[src/rtl/txdir_pkg.sv]
package txdir_pkg;

    typedef enum logic [1:0] {
        TXK_MARK    = 2'd0,
        TXK_RELEASE = 2'd1,
        TXK_COMMIT  = 2'd2,
        TXK_RSVD    = 2'd3
    } txkind_e;

    // operation is legal only for tracked lines and defined kinds
    function automatic logic op_is_legal(input txkind_e k, input logic in_range);
        return in_range && (k != TXK_RSVD);
    endfunction

endpackage

[src/rtl/txdir_sharer_tab.sv]
module txdir_sharer_tab #(
    parameter int NCORES = 32,
    parameter int NLINES = 8,
    parameter int IDX_W  = 3
) (
    input  logic              clk,
    input  logic              rst,
    input  logic [IDX_W-1:0]  rd_idx,
    output logic [NCORES-1:0] rd_vec,
    input  logic              wr_en,
    input  logic [IDX_W-1:0]  wr_idx,
    input  logic [NCORES-1:0] wr_vec
);

    logic [NCORES-1:0] tab_q [NLINES];

    always_ff @(posedge clk) begin
        if (rst) begin
            for (int i = 0; i < NLINES; i++) tab_q[i] <= '0;
        end else if (wr_en) begin
            tab_q[wr_idx] <= wr_vec;
        end
    end

    assign rd_vec = tab_q[rd_idx];

endmodule

[src/rtl/txdir_fanout.sv]
module txdir_fanout #(
    parameter int NCORES = 32,
    parameter int CORE_W = 5,
    parameter int LINE_W = 8
) (
    input  logic              clk,
    input  logic              rst,
    input  logic              load,
    input  logic [NCORES-1:0] load_mask,
    input  logic [CORE_W-1:0] load_src,
    input  logic [LINE_W-1:0] load_line,
    output logic              out_valid,
    input  logic              out_ready,
    output logic [CORE_W-1:0] out_dest,
    output logic [CORE_W-1:0] out_src,
    output logic [LINE_W-1:0] out_line
);

    logic [NCORES-1:0] pend_q;
    logic [CORE_W-1:0] src_q;
    logic [LINE_W-1:0] line_q;
    logic [CORE_W-1:0] sel;
    logic              found;

    // lowest pending core goes first
    always_comb begin
        sel   = '0;
        found = 1'b0;
        for (int i = 0; i < NCORES; i++) begin
            if (pend_q[i] && !found) begin
                sel   = CORE_W'(i);
                found = 1'b1;
            end
        end
    end

    always_ff @(posedge clk) begin
        if (rst) begin
            pend_q <= '0;
            src_q  <= '0;
            line_q <= '0;
        end else if (load) begin
            pend_q <= load_mask;
            src_q  <= load_src;
            line_q <= load_line;
        end else if (out_valid && out_ready) begin
            pend_q[sel] <= 1'b0;
        end
    end

    assign out_valid = |pend_q;
    assign out_dest  = sel;
    assign out_src   = src_q;
    assign out_line  = line_q;


    ascending_order_chk: assert property (@(posedge clk) disable iff (rst)
        (out_valid && out_ready) |=> (!out_valid || (out_dest > $past(out_dest))));


    no_self_notice_chk: assert property (@(posedge clk) disable iff (rst)
        out_valid |-> (out_dest != out_src));


    acc_hold_chk: assert property (@(posedge clk) disable iff (rst)
        (out_valid && !out_ready) |=> (out_valid && $stable(out_dest)
                                       && $stable(out_src) && $stable(out_line)));

endmodule

[src/rtl/txdir_mark_ctrl.sv]
module txdir_mark_ctrl
    import txdir_pkg::*;
#(
    parameter int NCORES = 32,
    parameter int NLINES = 8,
    parameter int LINE_W = 8,
    localparam int CORE_W = $clog2(NCORES),
    localparam int IDX_W  = $clog2(NLINES),
    localparam int CNT_W  = $clog2(NCORES + 1)
) (
    input  logic              clk,
    input  logic              rst,
    input  logic              req_valid,
    output logic              req_ready,
    input  logic [1:0]        req_kind,
    input  logic [CORE_W-1:0] req_core,
    input  logic [LINE_W-1:0] req_line,
    output logic              ack_valid,
    input  logic              ack_ready,
    output logic [CORE_W-1:0] ack_core,
    output logic [LINE_W-1:0] ack_line,
    output logic [CNT_W-1:0]  ack_count,
    output logic              acc_valid,
    input  logic              acc_ready,
    output logic [CORE_W-1:0] acc_dest,
    output logic [CORE_W-1:0] acc_src,
    output logic [LINE_W-1:0] acc_line,
    output logic              err
);

    typedef struct packed {
        logic [CORE_W-1:0] core;
        logic [LINE_W-1:0] line;
        logic [CNT_W-1:0]  count;
    } ack_msg_t;

    txkind_e           kind;
    logic              in_range;
    logic              legal;
    logic              req_fire;
    logic [IDX_W-1:0]  idx;
    logic [NCORES-1:0] cur_vec;
    logic [NCORES-1:0] self_vec;
    logic [NCORES-1:0] others;
    logic [NCORES-1:0] next_vec;
    logic [CNT_W-1:0]  cnt;
    logic              tab_wr;
    logic              fan_load;

    ack_msg_t          ack_q;
    logic              ack_v_q;
    logic              err_q;

    assign kind     = txkind_e'(req_kind);
    assign in_range = (32'(req_line) < NLINES);
    assign legal    = op_is_legal(kind, in_range);
    assign req_fire = req_valid && req_ready;
    assign idx      = req_line[IDX_W-1:0];
    assign self_vec = {{(NCORES-1){1'b0}}, 1'b1} << req_core;
    assign others   = cur_vec & ~self_vec;

    always_comb begin
        next_vec = cur_vec;
        cnt      = '0;
        case (kind)
            TXK_MARK: begin
                next_vec = cur_vec | self_vec;
                cnt      = CNT_W'($countones(others));
            end
            TXK_RELEASE: next_vec = cur_vec & ~self_vec;
            TXK_COMMIT: begin
                next_vec = self_vec;
                cnt      = CNT_W'($countones(others));
            end
            default: next_vec = cur_vec;
        endcase
    end

    assign tab_wr   = req_fire && legal;
    assign fan_load = tab_wr && (kind == TXK_MARK);

    txdir_sharer_tab #(
        .NCORES(NCORES), .NLINES(NLINES), .IDX_W(IDX_W)
    ) u_tab (
        .clk(clk), .rst(rst),
        .rd_idx(idx), .rd_vec(cur_vec),
        .wr_en(tab_wr), .wr_idx(idx), .wr_vec(next_vec)
    );

    txdir_fanout #(
        .NCORES(NCORES), .CORE_W(CORE_W), .LINE_W(LINE_W)
    ) u_fan (
        .clk(clk), .rst(rst),
        .load(fan_load), .load_mask(others),
        .load_src(req_core), .load_line(req_line),
        .out_valid(acc_valid), .out_ready(acc_ready),
        .out_dest(acc_dest), .out_src(acc_src), .out_line(acc_line)
    );

    always_ff @(posedge clk) begin
        if (rst) begin
            ack_v_q <= 1'b0;
            ack_q   <= '0;
            err_q   <= 1'b0;
        end else begin
            err_q <= req_fire && !legal;
            if (tab_wr) begin
                ack_v_q    <= 1'b1;
                ack_q.core <= req_core;
                ack_q.line <= req_line;
                ack_q.count <= cnt;
            end else if (ack_v_q && ack_ready) begin
                ack_v_q <= 1'b0;
            end
        end
    end

    assign req_ready = !ack_v_q && !acc_valid;
    assign ack_valid = ack_v_q;
    assign ack_core  = ack_q.core;
    assign ack_line  = ack_q.line;
    assign ack_count = ack_q.count;
    assign err       = err_q;


    busy_after_accept_chk: assert property (@(posedge clk) disable iff (rst)
        (req_fire && legal) |=> !req_ready);


    release_zero_chk: assert property (@(posedge clk) disable iff (rst)
        (req_fire && legal && kind == TXK_RELEASE) |=> (ack_valid && ack_count == '0));


    err_silent_chk: assert property (@(posedge clk) disable iff (rst)
        err |-> (!$rose(ack_valid) && !$rose(acc_valid)));


    ack_hold_chk: assert property (@(posedge clk) disable iff (rst)
        (ack_valid && !ack_ready) |=> (ack_valid && $stable(ack_count)
                                       && $stable(ack_line) && $stable(ack_core)));

endmodule

[config.mk]
export PLATFORM = sky130hd
export DESIGN_NAME = txdir_mark_ctrl
export DESIGN_NICKNAME = d
export VERILOG_FILES = /design/src/rtl/txdir_pkg.sv /design/src/rtl/txdir_sharer_tab.sv /design/src/rtl/txdir_fanout.sv /design/src/rtl/txdir_mark_ctrl.sv
export SDC_FILE = /design/constraint.sdc
export NUM_CORES = 1
export LEC_CHECK = 0
export ABC_AREA = 1
export ABC_CLOCK_PERIOD_IN_PS = 5800
export BUFFER_PORTS_ARGS = -buffer_cell sky130_fd_sc_hd__buf_2
export CAP_MARGIN = 20
export CORE_MARGIN = 3
export CORE_UTILIZATION = 58
export CTS_BUF_LIST = sky130_fd_sc_hd__clkbuf_2 sky130_fd_sc_hd__clkbuf_4 sky130_fd_sc_hd__clkbuf_8
export CTS_CLUSTER_SIZE = 25
export DETAILED_ROUTE_END_ITERATION = 6
export GPL_TIMING_DRIVEN = 0
export HOLD_SLACK_MARGIN = 0.08
export PLACE_DENSITY = 0.78
export SYNTH_ARGS = -nofsm -noshare
export SYNTH_HDL_FRONTEND = slang
export SYNTH_SLANG_ARGS = --single-unit
[constraint.sdc]
create_clock -name clk -period 5.8 [get_ports clk]
set_input_delay 0.29 -clock clk [delete_from_list [all_inputs] [get_ports clk]]
set_output_delay 0.29 -clock clk [all_outputs]
set_load 0.005 [all_outputs]
### Yosys cells after proc, flatten, opt, wreduce, memory -nomap -nowiden

Memory sizes are Yosys's and may differ from the RTL's.
Cells that the tools add are included.
W data, S select, Z words.

| word-level totals | value |
|---|---|
| register bits | 66 |
| RAM bits | 256 |
| input port bits | 20 |
| word-level logic and storage cells | 210 |
| memories | 1 |

| operators by class | value |
|---|---|
| add/sub/neg operators | 31 |
| $lt $le $gt $ge | 3 |
| equal/unequal tests | 3 |
| shifts and indexed selects | 1 |
| multiplexer cells | 78 |
| bitwise gates (word level) | 5 |
| reduce and logical (&&, ||, !) cells | 80 |

Memories:

| name | words | width | read ports | clocked after Yosys merged registers in | write ports | line | RTL |
|---|---|---|---|---|---|---|---|
| u_tab.tab_q | 8 | 32 | 1 | 0 | 8 | txdir_sharer_tab.sv:15 | `logic [NCORES-1:0] tab_q [NLINES];` |

Operator list:

| kind | count |
|---|---|
| $mux W32 | 3 |
| $pmux W32 S3 | 1 |
| $mux W5 | 16 |
| $and A32 B32 Y32 | 2 |
| $not A32 Y32 | 2 |
| $reduce_or A32 Y1 | 2 |
| $mux W1 | 41 |
| $logic_and A1 B1 Y1 | 40 |
| $logic_not A1 Y1 | 34 |
| $add A1 B1 Y2 | 16 |
| $mux W4 | 8 |
| $or A32 B32 Y32 | 1 |
| $shl A1 B5 Y32 const A | 1 |
| $add A2 B2 Y3 | 8 |
| $add A3 B3 Y4 | 4 |
| $mux W3 | 5 |
| $add A4 B4 Y5 | 2 |
| $lt A8 B4 Y1 const B | 1 |
| $add A5 B5 Y6 | 1 |
| $lt A5 B6 Y1 const B | 1 |
| $mux W6 | 1 |
| $demux W1 S5 | 1 |
| $ge A5 B1 Y1 const B | 1 |
| $mux W2 | 2 |
| other kinds (6) | 7 |

### Longest topological paths before layout

Gate-level depths: netlist of run 1.

| depth | value |
|---|---|
| depth after elaboration | 102 |
| mapped depth | 28 |

### Modules after synthesis

Synthesis of run 1 repeated with hierarchy kept, for this count alone.

| unflattened totals | value |
|---|---|
| cells, all modules | 2325 |
| area total of the unflattened synthesis | 18061.1 um^2 |

By module, submodules not included:

| module | times used | cells each | area each (um^2) |
|---|---|---|---|
| txdir_sharer_tab | 1 | 1447 | 12567.1 |
| txdir_mark_ctrl | 1 | 435 | 2777.7 |
| txdir_fanout | 1 | 443 | 2716.4 |

### Worst setup path before layout of run 1

OpenSTA, ideal clock, no wires.

| timing | value |
|---|---|
| path type | input to register |
| from | input port req_line[0] |
| to | register ack_q (netlist bit ack_count[4]) |
| data arrival time | 5.675 ns |
| data required time | 5.668 ns |
| setup slack | -0.007 ns |
| cell stages on the path | 24 |
| cells stage by stage | buf_2 buf_2 clkbuf_1 nand2_1 a21oi_1 o21ai_0 a21oi_1 inv_1 fa_1 fa_1 fa_1 fa_1 fa_1 fa_1 inv_1 ha_1 fa_1 nand2_1 inv_1 o21ai_0 nand2_1 xor2_1 nand2_1 a21oi_1 |

| between the ends | value |
|---|---|
| word-level cells in the longest chain between the ends | 8 |
| elaborated cells between the ends (all ways) | 37 |

Ends and longest elaborated chain:

| item | line | RTL |
|---|---|---|
| start, declared | txdir_mark_ctrl.sv:17 | `input logic [LINE_W-1:0] req_line,` |
| $mem_v2 Z8 W32 | -- |  |
| $and A32 B32 Y32 | txdir_mark_ctrl.sv:60 | `assign others = cur_vec & ~self_vec;` |
| $add A1 B1 Y2 (implied by the code) | txdir_mark_ctrl.sv:68, txdir_mark_ctrl.sv:73 |  |
| $add A2 B2 Y3 (implied by the code) | txdir_mark_ctrl.sv:68, txdir_mark_ctrl.sv:73 |  |
| $add A3 B3 Y4 (implied by the code) | txdir_mark_ctrl.sv:68, txdir_mark_ctrl.sv:73 |  |
| $add A4 B4 Y5 (implied by the code) | txdir_mark_ctrl.sv:68, txdir_mark_ctrl.sv:73 |  |
| $add A5 B5 Y6 (implied by the code) | txdir_mark_ctrl.sv:68, txdir_mark_ctrl.sv:73 |  |
| $mux W6 | -- |  |
| end, declared | txdir_mark_ctrl.sv:50 | `ack_msg_t ack_q;` |

Parallel ways exist; a longest one is shown, timed or not.
A chain may end at the register's enable or synchronous reset.

### Final worst setup path of run 1

| timing | value |
|---|---|
| from | input port req_line[1] |
| to | register ack_q (netlist bit ack_count[4]) |

The elaborated chain is that of the path after synthesis.

==> impl_metrics.csv, run 1 <==
group,metric,value,unit
timing,drv_slew,0,
clocking,cts_buffer_depth,3,
clocking,cts_root_buffer,"clkbuf_8",
yosys,synth-main-ff-cell,"edfxtp_1",
min_path,min_from,"req_core[0]",
placed_design,dp.cells,2374,
grt,grt_pass1_wl,79580,um
critical_path,required,6.26,ns
grt,grt_usage,34.13,%
yosys,synthCells,1935,
placed_design,dp_hpwl,36420,um
clocking,cts_tree,"done",
grt,antenna_found_initial,2,
layout,stdcell_count,2495,
critical_path,critPathMaxFanout,10,
min_path,hold-path-endpoint,"ack_core[0]",
yosys,synthDistinctLibCells,42,
power_and_ir_drop,power.density,304.2,nW/um2
critical_path,start_kind,"input pin",
layout,stdcell_area,18910,um2
placed_design,place_ws,-1.383,ns
grt,grt_remaining_overflow,0,
layout,diodes,0,
yosys,syn_area_per_cell,8.582,um2
critical_path,r2r_slack,0.23,ns
die,initial_core_util,59.28,%
yosys,netlist_top_cells_count,"633 x nand2_1, 358 x nor2_1, 256 x edfxtp_1",
critical_path,r2r_end,"ack_count[4]",
detailed_routing,drt-wirelength-per-cell,21.20,um
min_path,hp-class,"in2reg",
yosys,ys_warn_count,0,
clocking,cts_buffers,54,
detailed_routing,via_per_inst,5.907,
timing,fin_worst_skew,0.03526,ns
timing,hold_violations,0,
yosys,yosysTopAreaCell,"edfxtp_1",
yosys,yosysTopAreaCellShare,46.29,%
die,io_pins,61,
yosys,synth.top_cells.by_area,"edfxtp_1 46%, nand2_1 14%, nor2_1 8.1%",
placed_design,place_congestion,0.9810,
grt,grt_max_degree,33,
power_and_ir_drop,cellLeakagePower,8.044,nW
detailed_routing,drt_iter0_markers,2232,
yosys,ys_ff_latch,322,
critical_path,cp-end-kind,"flop",
layout,syn_to_final_growth,13.89,%
yosys,mappedNetlistArea,16610,um2
timing,worstMarginPinSlew,1.046,ns
min_path,holdPathStages,3,
die,die_w,175.2,um
run_status,status,"complete, but fails checks",
detailed_routing,vias,14737,
detailed_routing,ant_nets,0,
clocking,cts_num_sinks,322,
die,core,28010,um2
critical_path,crit_type,"in2reg",
placed_design,placed_area,17490,um2
detailed_routing,dr.pass1.iters,7,
detailed_routing,routed_wl,52880,um
timing,final.period_utilization,97.25,%
placed_design,numPortBuffers,56,
timing,fin_crit,5.640,ns
critical_path,crit_arrival,6.11,ns
yosys,synth_edf_count,256,
grt,grt_pass1_vias,14100,
critical_path,r2r-start,"u_tab.tab_q[2][21]",
run_status,violations,"DRC",
power_and_ir_drop,peakVddDrop,0.2178,mV
detailed_routing,drc,1,
timing,max_freq,177.3,MHz
layout,drive_above_1_share,15.45,%
critical_path,rr_worst_depth,23,
job,maxCapViolations,0,
die,die_h,175.2,um
timing,setup_slack,0.1595,ns
yosys,syn-num-nets,1986,
die,num_rows,61,
die,die_area,30700,um2
layout,nets,2122,
timing,setup_viol,0,
clocking,clock_latency,0.61,ns
clocking,clk_pin_slew_worst_paths,0.06,ns
yosys,synth_most_common_cell,"nand2_1",
timing,slew_headroom,30.00,%
clocking,htreeDepth,2,
yosys,ys_seq_area_share,54.25,%
yosys,postSynth.asyncResetShare,0,%
-- cell usage in the layout (no fill, tap or decap), types with 2 or more instances in the layout --
master,instances
buf_4,27
o21ai_0,47
a21oi_1,135
clkbuf_1,23
clkinv_1,13
nand2_2,10
nor2_8,2
clkinvlp_4,7
nor2_2,19
clkbuf_4,34
buf_12,4
nor3_1,11
clkbuf_8,57
dlygate4sd3_1,2
buf_2,71
edfxtp_1,256
buf_1,4
inv_1,82
dfxtp_1,66
o211ai_1,3
nand3b_1,5
a32oi_1,12
inv_2,3
nor2_1,356
a31oi_1,2
a21oi_2,12
nand2_1,624
ha_1,7
nand2_4,11
clkinv_2,8
a22oi_1,13
nand3_1,70
a22o_1,4
o21ai_1,8
nand4_1,17
nor2_4,5
fa_1,24
clkbuf_2,13
a22oi_2,7
buf_6,27
-- kinds of logic (layout without fill, tap and decap cells) --
group	Yosys count	count (layout)	synth area share, %
AND/OR/NAND/NOR	1137	1137	28.10
flip-flops	322	322	54.25
XOR/XNOR	1	1	0.05275
AO/OA/AOI/OAI	248	248	8.469
adder cells (fa/ha/maj)	31	31	3.421
buffers and inverters	196	378	5.704
-- state kept, by name, indices dropped and copies added (netlist names) --
signal          flops
ack_line            8
ack_valid           1
u_fan.out_src       5
ack_core            5
ack_count           6
u_fan.pend_q       32
u_fan.out_line      8
err                 1
u_tab.tab_q       256
-- worst max path at each step --
| stage | from | to | slack, ns | cells after the start |
|---|---|---|---|---|
| 6_report | req_line[1] | ack_count[4] | 0.16 | 26 |
| 3_5_place_dp | req_line[1] | ack_count[4] | -1.38 | 27 |
| 2_1_floorplan | req_line[0] | ack_count[4] | 0.005 | 26 |
| 5_1_grt | req_line[2] | ack_count[4] | -0.01 | 26 |
| 3_3_place_gp | req_line[0] | ack_count[4] | -1.26 | 26 |
| 4_1_cts | req_line[1] | ack_count[4] | 0.0008 | 26 |
-- final cells by class --
class	instances	area, um2
Buffer	103	710.7
Inverter	93	370.4
Tap cell	378	473.0
Timing Repair Buffer	80	535.5
Multi-Input combinational cell	1417	6749
Clock inverter	21	101.3
Fill cell	2326	9097
Sequential cell	322	9009
Clock buffer	81	964.7
-- power breakdown --
group          leakage (nW)  switching [W]  internal (W)
sequential             3.18      0.0000184       0.00255
clock                 0.569       0.000928       0.00107
combinational          4.30       0.000768      0.000426
total                  8.04        0.00171       0.00404
-- layer usage --
metal	global-route usage, %	vias to the layer above	wire (um)
li1	-	6664	-
met1	45.27	6813	19340
met2	54.00	1044	24120
met3	8.453	212	7106
met4	14.23	4	2281
met5	0	-	27
-- worst max-delay path: stages --
cell and delay (ns):
buf_2 0.13, inv_1 0.15, buf_4 0.25, clkbuf_4 0.27
a21oi_1 0.08, o21ai_1 0.27, a21oi_1 0.21, fa_1 0.51
inv_1 0.05, fa_1 0.53, inv_1 0.06, fa_1 0.50
inv_1 0.05, fa_1 0.49, fa_1 0.44, fa_1 0.55
inv_1 0.04, ha_1 0.22, fa_1 0.39, nand2_1 0.08
inv_1 0.05, o21ai_1 0.14, nand2_1 0.08, xor2_1 0.14
nand2_1 0.06, a21oi_1 0.05
-- stage by stage --
step                util, %  total power (W)  setup TNS (ns)  hold WS, ns
finish                67.52         0.005753               0       0.1093
global route          67.52         0.006045        -0.01090       0.1164
CTS                   66.86         0.005723               0      0.08192
detailed placement    62.43         0.003751          -5.790       0.4388
global placement      61.98         0.003705          -5.253       0.4252
floorplan                 -         0.003450               0       0.3936
-- repair_timing --
| item | 4_1_cts | 5_1_grt |
|---|---|---|
| hold buffers | 2 | 0 |
| endpoints found under the hold margin | 2 | 0 |
| gates cloned | 0 | 0 |
| setup buffers | 4 | 13 |
| pin swaps | 0 | 6 |
| endpoints found under the setup margin | 5 | 2 |
| gates resized for setup | 64 | 50 |
No activity file was read; power rests on OpenSTA's default activity.
==> run 2: changes to the inputs <==
--- a/config.mk
+++ b/config.mk
@@ -10,13 +10,14 @@
 export BUFFER_PORTS_ARGS = -buffer_cell sky130_fd_sc_hd__buf_2
 export CAP_MARGIN = 20
 export CORE_MARGIN = 3
-export CORE_UTILIZATION = 58
+export CORE_UTILIZATION = 59
 export CTS_BUF_LIST = sky130_fd_sc_hd__clkbuf_2 sky130_fd_sc_hd__clkbuf_4 sky130_fd_sc_hd__clkbuf_8
 export CTS_CLUSTER_SIZE = 25
 export DETAILED_ROUTE_END_ITERATION = 6
 export GPL_TIMING_DRIVEN = 0
 export HOLD_SLACK_MARGIN = 0.08
-export PLACE_DENSITY = 0.78
+export PLACE_DENSITY = 0.79
 export SYNTH_ARGS = -nofsm -noshare
 export SYNTH_HDL_FRONTEND = slang
+export SYNTH_HIERARCHICAL = 1
 export SYNTH_SLANG_ARGS = --single-unit
==> impl_metrics.csv, run 2 <==
group,metric,value,unit
layout,top_register,"u_tab/tab_q",
detailed_routing,via_per_inst,5.563,
die,num_rows,63,
job,maxCapViolations,0,
detailed_routing,ant_nets,0,
placed_design,place_congestion,1.016,
timing,fin_crit,5.498,ns
critical_path,required,6.35,ns
detailed_routing,drc,0,
yosys,ys_seq_area_share,49.88,%
clocking,cts_buffer_depth,3,
timing,final.period_utilization,94.80,%
clocking,cts_buffers,53,
clocking,cts_root_buffer,"clkbuf_8",
yosys,mappedNetlistArea,18060,um2
grt,antenna_found_initial,1,
timing,fin_setup_tns,0,ns
clocking,cts_tree,"done",
placed_design,dp_hpwl,37720,um
layout,top_regs,"u_tab/tab_q: 256 flops, u_fan/pend_q: 32 flops",
die,io_pins,61,
grt,grt_pass1_wl,81500,um
critical_path,r2r_slack,0.77,ns
grt,busiest_layer,"met2",
yosys,synthCells,2325,
min_path,min_from,"acc_ready",
layout,syn_to_final_growth,12.34,%
yosys,synth.top_cells.by_area,"edfxtp_1 43%, nand2_1 13%, inv_1 8.5%",
yosys,synth_edf_count,256,
timing,slew_headroom,32.24,%
critical_path,crit_slowest_cell,"dlygate4sd3_1",
yosys,netlist_top_cells_count,"637 x nand2_1, 409 x inv_1, 387 x nor2_1",
layout,nets,2514,
timing,setup_viol,0,
yosys,postSynth.asyncResetShare,0,%
yosys,ys_ff_latch,322,
min_path,hold-path-endpoint,"u_fan/pend_q[22]",
critical_path,cp_num_buf_inv,7,
detailed_routing,vias,16084,
min_path,holdPathStages,6,
critical_path,r2r-start,"u_tab/tab_q[7][9]",
yosys,synthDistinctLibCells,43,
clocking,clock_latency,0.62,ns
timing,max_freq,181.9,MHz
clocking,htreeDepth,2,
layout,layout_common_cells,"629 x nand2_1, 408 x inv_1, 384 x nor2_1",
clocking,cts_num_sinks,322,
yosys,yosysTopAreaCellShare,42.56,%
critical_path,critPathMostFrequentCell,"nand2_1",
critical_path,r2r_end,"ack_count[4]",
grt,use_met1,41.52,%
timing,drv_slew,0,
die,die_h,181.0,um
yosys,syn_area_per_cell,7.768,um2
yosys,syn-num-nets,2381,
min_path,hp-class,"in2reg",
grt,grt_usage,31.92,%
detailed_routing,drt-wirelength-per-cell,18.49,um
critical_path,rr_worst_depth,24,
critical_path,cp_top_family,"adder cells",
grt,gr-usage-met2,51.92,%
critical_path,start_kind,"input pin",
die,die_w,181.0,um
grt,grt_remaining_overflow,0,
power_and_ir_drop,peakVddDrop,0.3191,mV
timing,setup_slack,0.3016,ns
layout,largest_register_ffs,256,
detailed_routing,dr.pass1.iters,5,
yosys,yosysTopAreaCell,"edfxtp_1",
critical_path,cp-end-kind,"flop",
critical_path,crit_type,"in2reg",
timing,fin_worst_skew,0.04221,ns
power_and_ir_drop,power.density,313.8,nW/um2
die,die_area,32750,um2
placed_design,numPortBuffers,60,
clocking,clk_pin_slew_worst_paths,0.06,ns
grt,grt_pass1_vias,15378,
critical_path,crit_arrival,6.05,ns
yosys,synth_most_common_cell,"nand2_1",
grt,met3_usage,5.919,%
critical_path,critPathMaxFanout,10,
layout,layout_commonest_cell,"nand2_1",
timing,hold_violations,0,
detailed_routing,routed_wl,53460,um
placed_design,place_ws,-0.2583,ns
layout,drive_above_1_share,11.24,%
critical_path,crit_path_max_incr_delay,0.52,ns
power_and_ir_drop,cellLeakagePower,9.621,nW
die,initial_core_util,60.46,%
run_status,status,"finished clean",
detailed_routing,drt_iter0_markers,1734,
yosys,ys_warn_count,6,
die,core,29870,um2
yosys,synth-main-ff-cell,"edfxtp_1",
grt,grt_max_degree,33,
timing,worstMarginPinSlew,1.013,ns
==> run 2: cell count changes in the layout (fill, tap and decap cells not counted), sizes merged, moves of 14 or more <==
cell,previous run,this run
nand3,72,204
dlygate4sd3,2,16
inv,86,416
a21oi,148,34
==> run 2: how the worst max path moves through the flow <==
stage                            from  cells past startpoint      endpoint
final                     req_line[0]                     28  ack_count[5]
after detailed placement  req_line[1]                     25  ack_count[3]
after CTS                 req_line[0]                     28  ack_count[3]
after global routing      req_line[0]                     27  ack_count[4]
after floorplan           req_line[2]                     23  ack_count[3]
after global placement    req_line[1]                     25  ack_count[3]
==> run 2: repair_timing <==
action	CTS	global route
hold endpoints to repair	20	0
hold buffers	16	0
setup buffers	0	1
endpoints found under the setup margin	0	4
resized for setup	0	71
==> run 2: worst register-to-register path: stages (launching register included) <==
cell and delay (ns):
edfxtp_1 0.38, inv_1 0.09, nand2_1 0.06, nand3_1 0.08, nand2_1 0.09, nand2_1 0.07, nand2_1 0.10, o21ai_0 0.16
inv_1 0.18, fa_1 0.52, inv_1 0.05, fa_1 0.48, fa_1 0.50, fa_1 0.50, inv_1 0.04, ha_1 0.21
fa_2 0.46, fa_1 0.48, nand3_1 0.11, nand2_1 0.06, nand2_1 0.06, nand2_1 0.05, nor2_1 0.13, nor2_1 0.06
nor2_1 0.07
==> run 2: area by class of cell <==
cell class | count | area [um2]
Timing Repair Buffer | 78 | 490.5
Clock buffer | 79 | 937.1
Fill cell | 2401 | 9584
Antenna cell | 1 | 2.502
Buffer | 114 | 780.7
Sequential cell | 322 | 9009
Inverter | 417 | 1565
Multi-Input combinational cell | 1472 | 6898
Tap cell | 390 | 488.0
Clock inverter | 18 | 120.1
==> run 2: logic make-up after synthesis <==
group / synth area share [%]
flip-flops: 49.88
buffers and inverters: 12.40
AO/OA/AOI/OAI: 4.385
adder cells (fa/ha/maj): 3.367
XOR/XNOR: 0.2425
AND/OR/NAND/NOR: 29.73
==> run 2: layer usage <==
layer  vias up  share of wire [%]
li1       7527                  -
met1      7501                 39
met2       876                 47
met3       180                9.4
met4         0                4.8
met5         -                  0
==> run 2: power by group <==
| part | total [W] | internal [W] | leakage (nW) | switching, W |
|---|---|---|---|---|
| logic | 0.00181 | 0.000680 | 5.88 | 0.00113 |
| clock network | 0.00199 | 0.00108 | 0.562 | 0.000909 |
| registers | 0.00257 | 0.00255 | 3.17 | 0.0000181 |
==> run 2: stage by stage <==
step	util (%)	instance area, um2	hold slack, ns	power [W]	std cells
2_1_floorplan	-	18060	0.3661	0.003792	2325
5_1_grt	67.92	20290	0.1406	0.006699	2891
4_1_cts	67.30	20110	0.09456	0.006227	2889
3_3_place_gp	63.09	18850	0.4232	0.004177	2775
6_report	67.92	20290	0.1256	0.006366	2891
3_5_place_dp	63.23	18890	0.4257	0.004223	2776
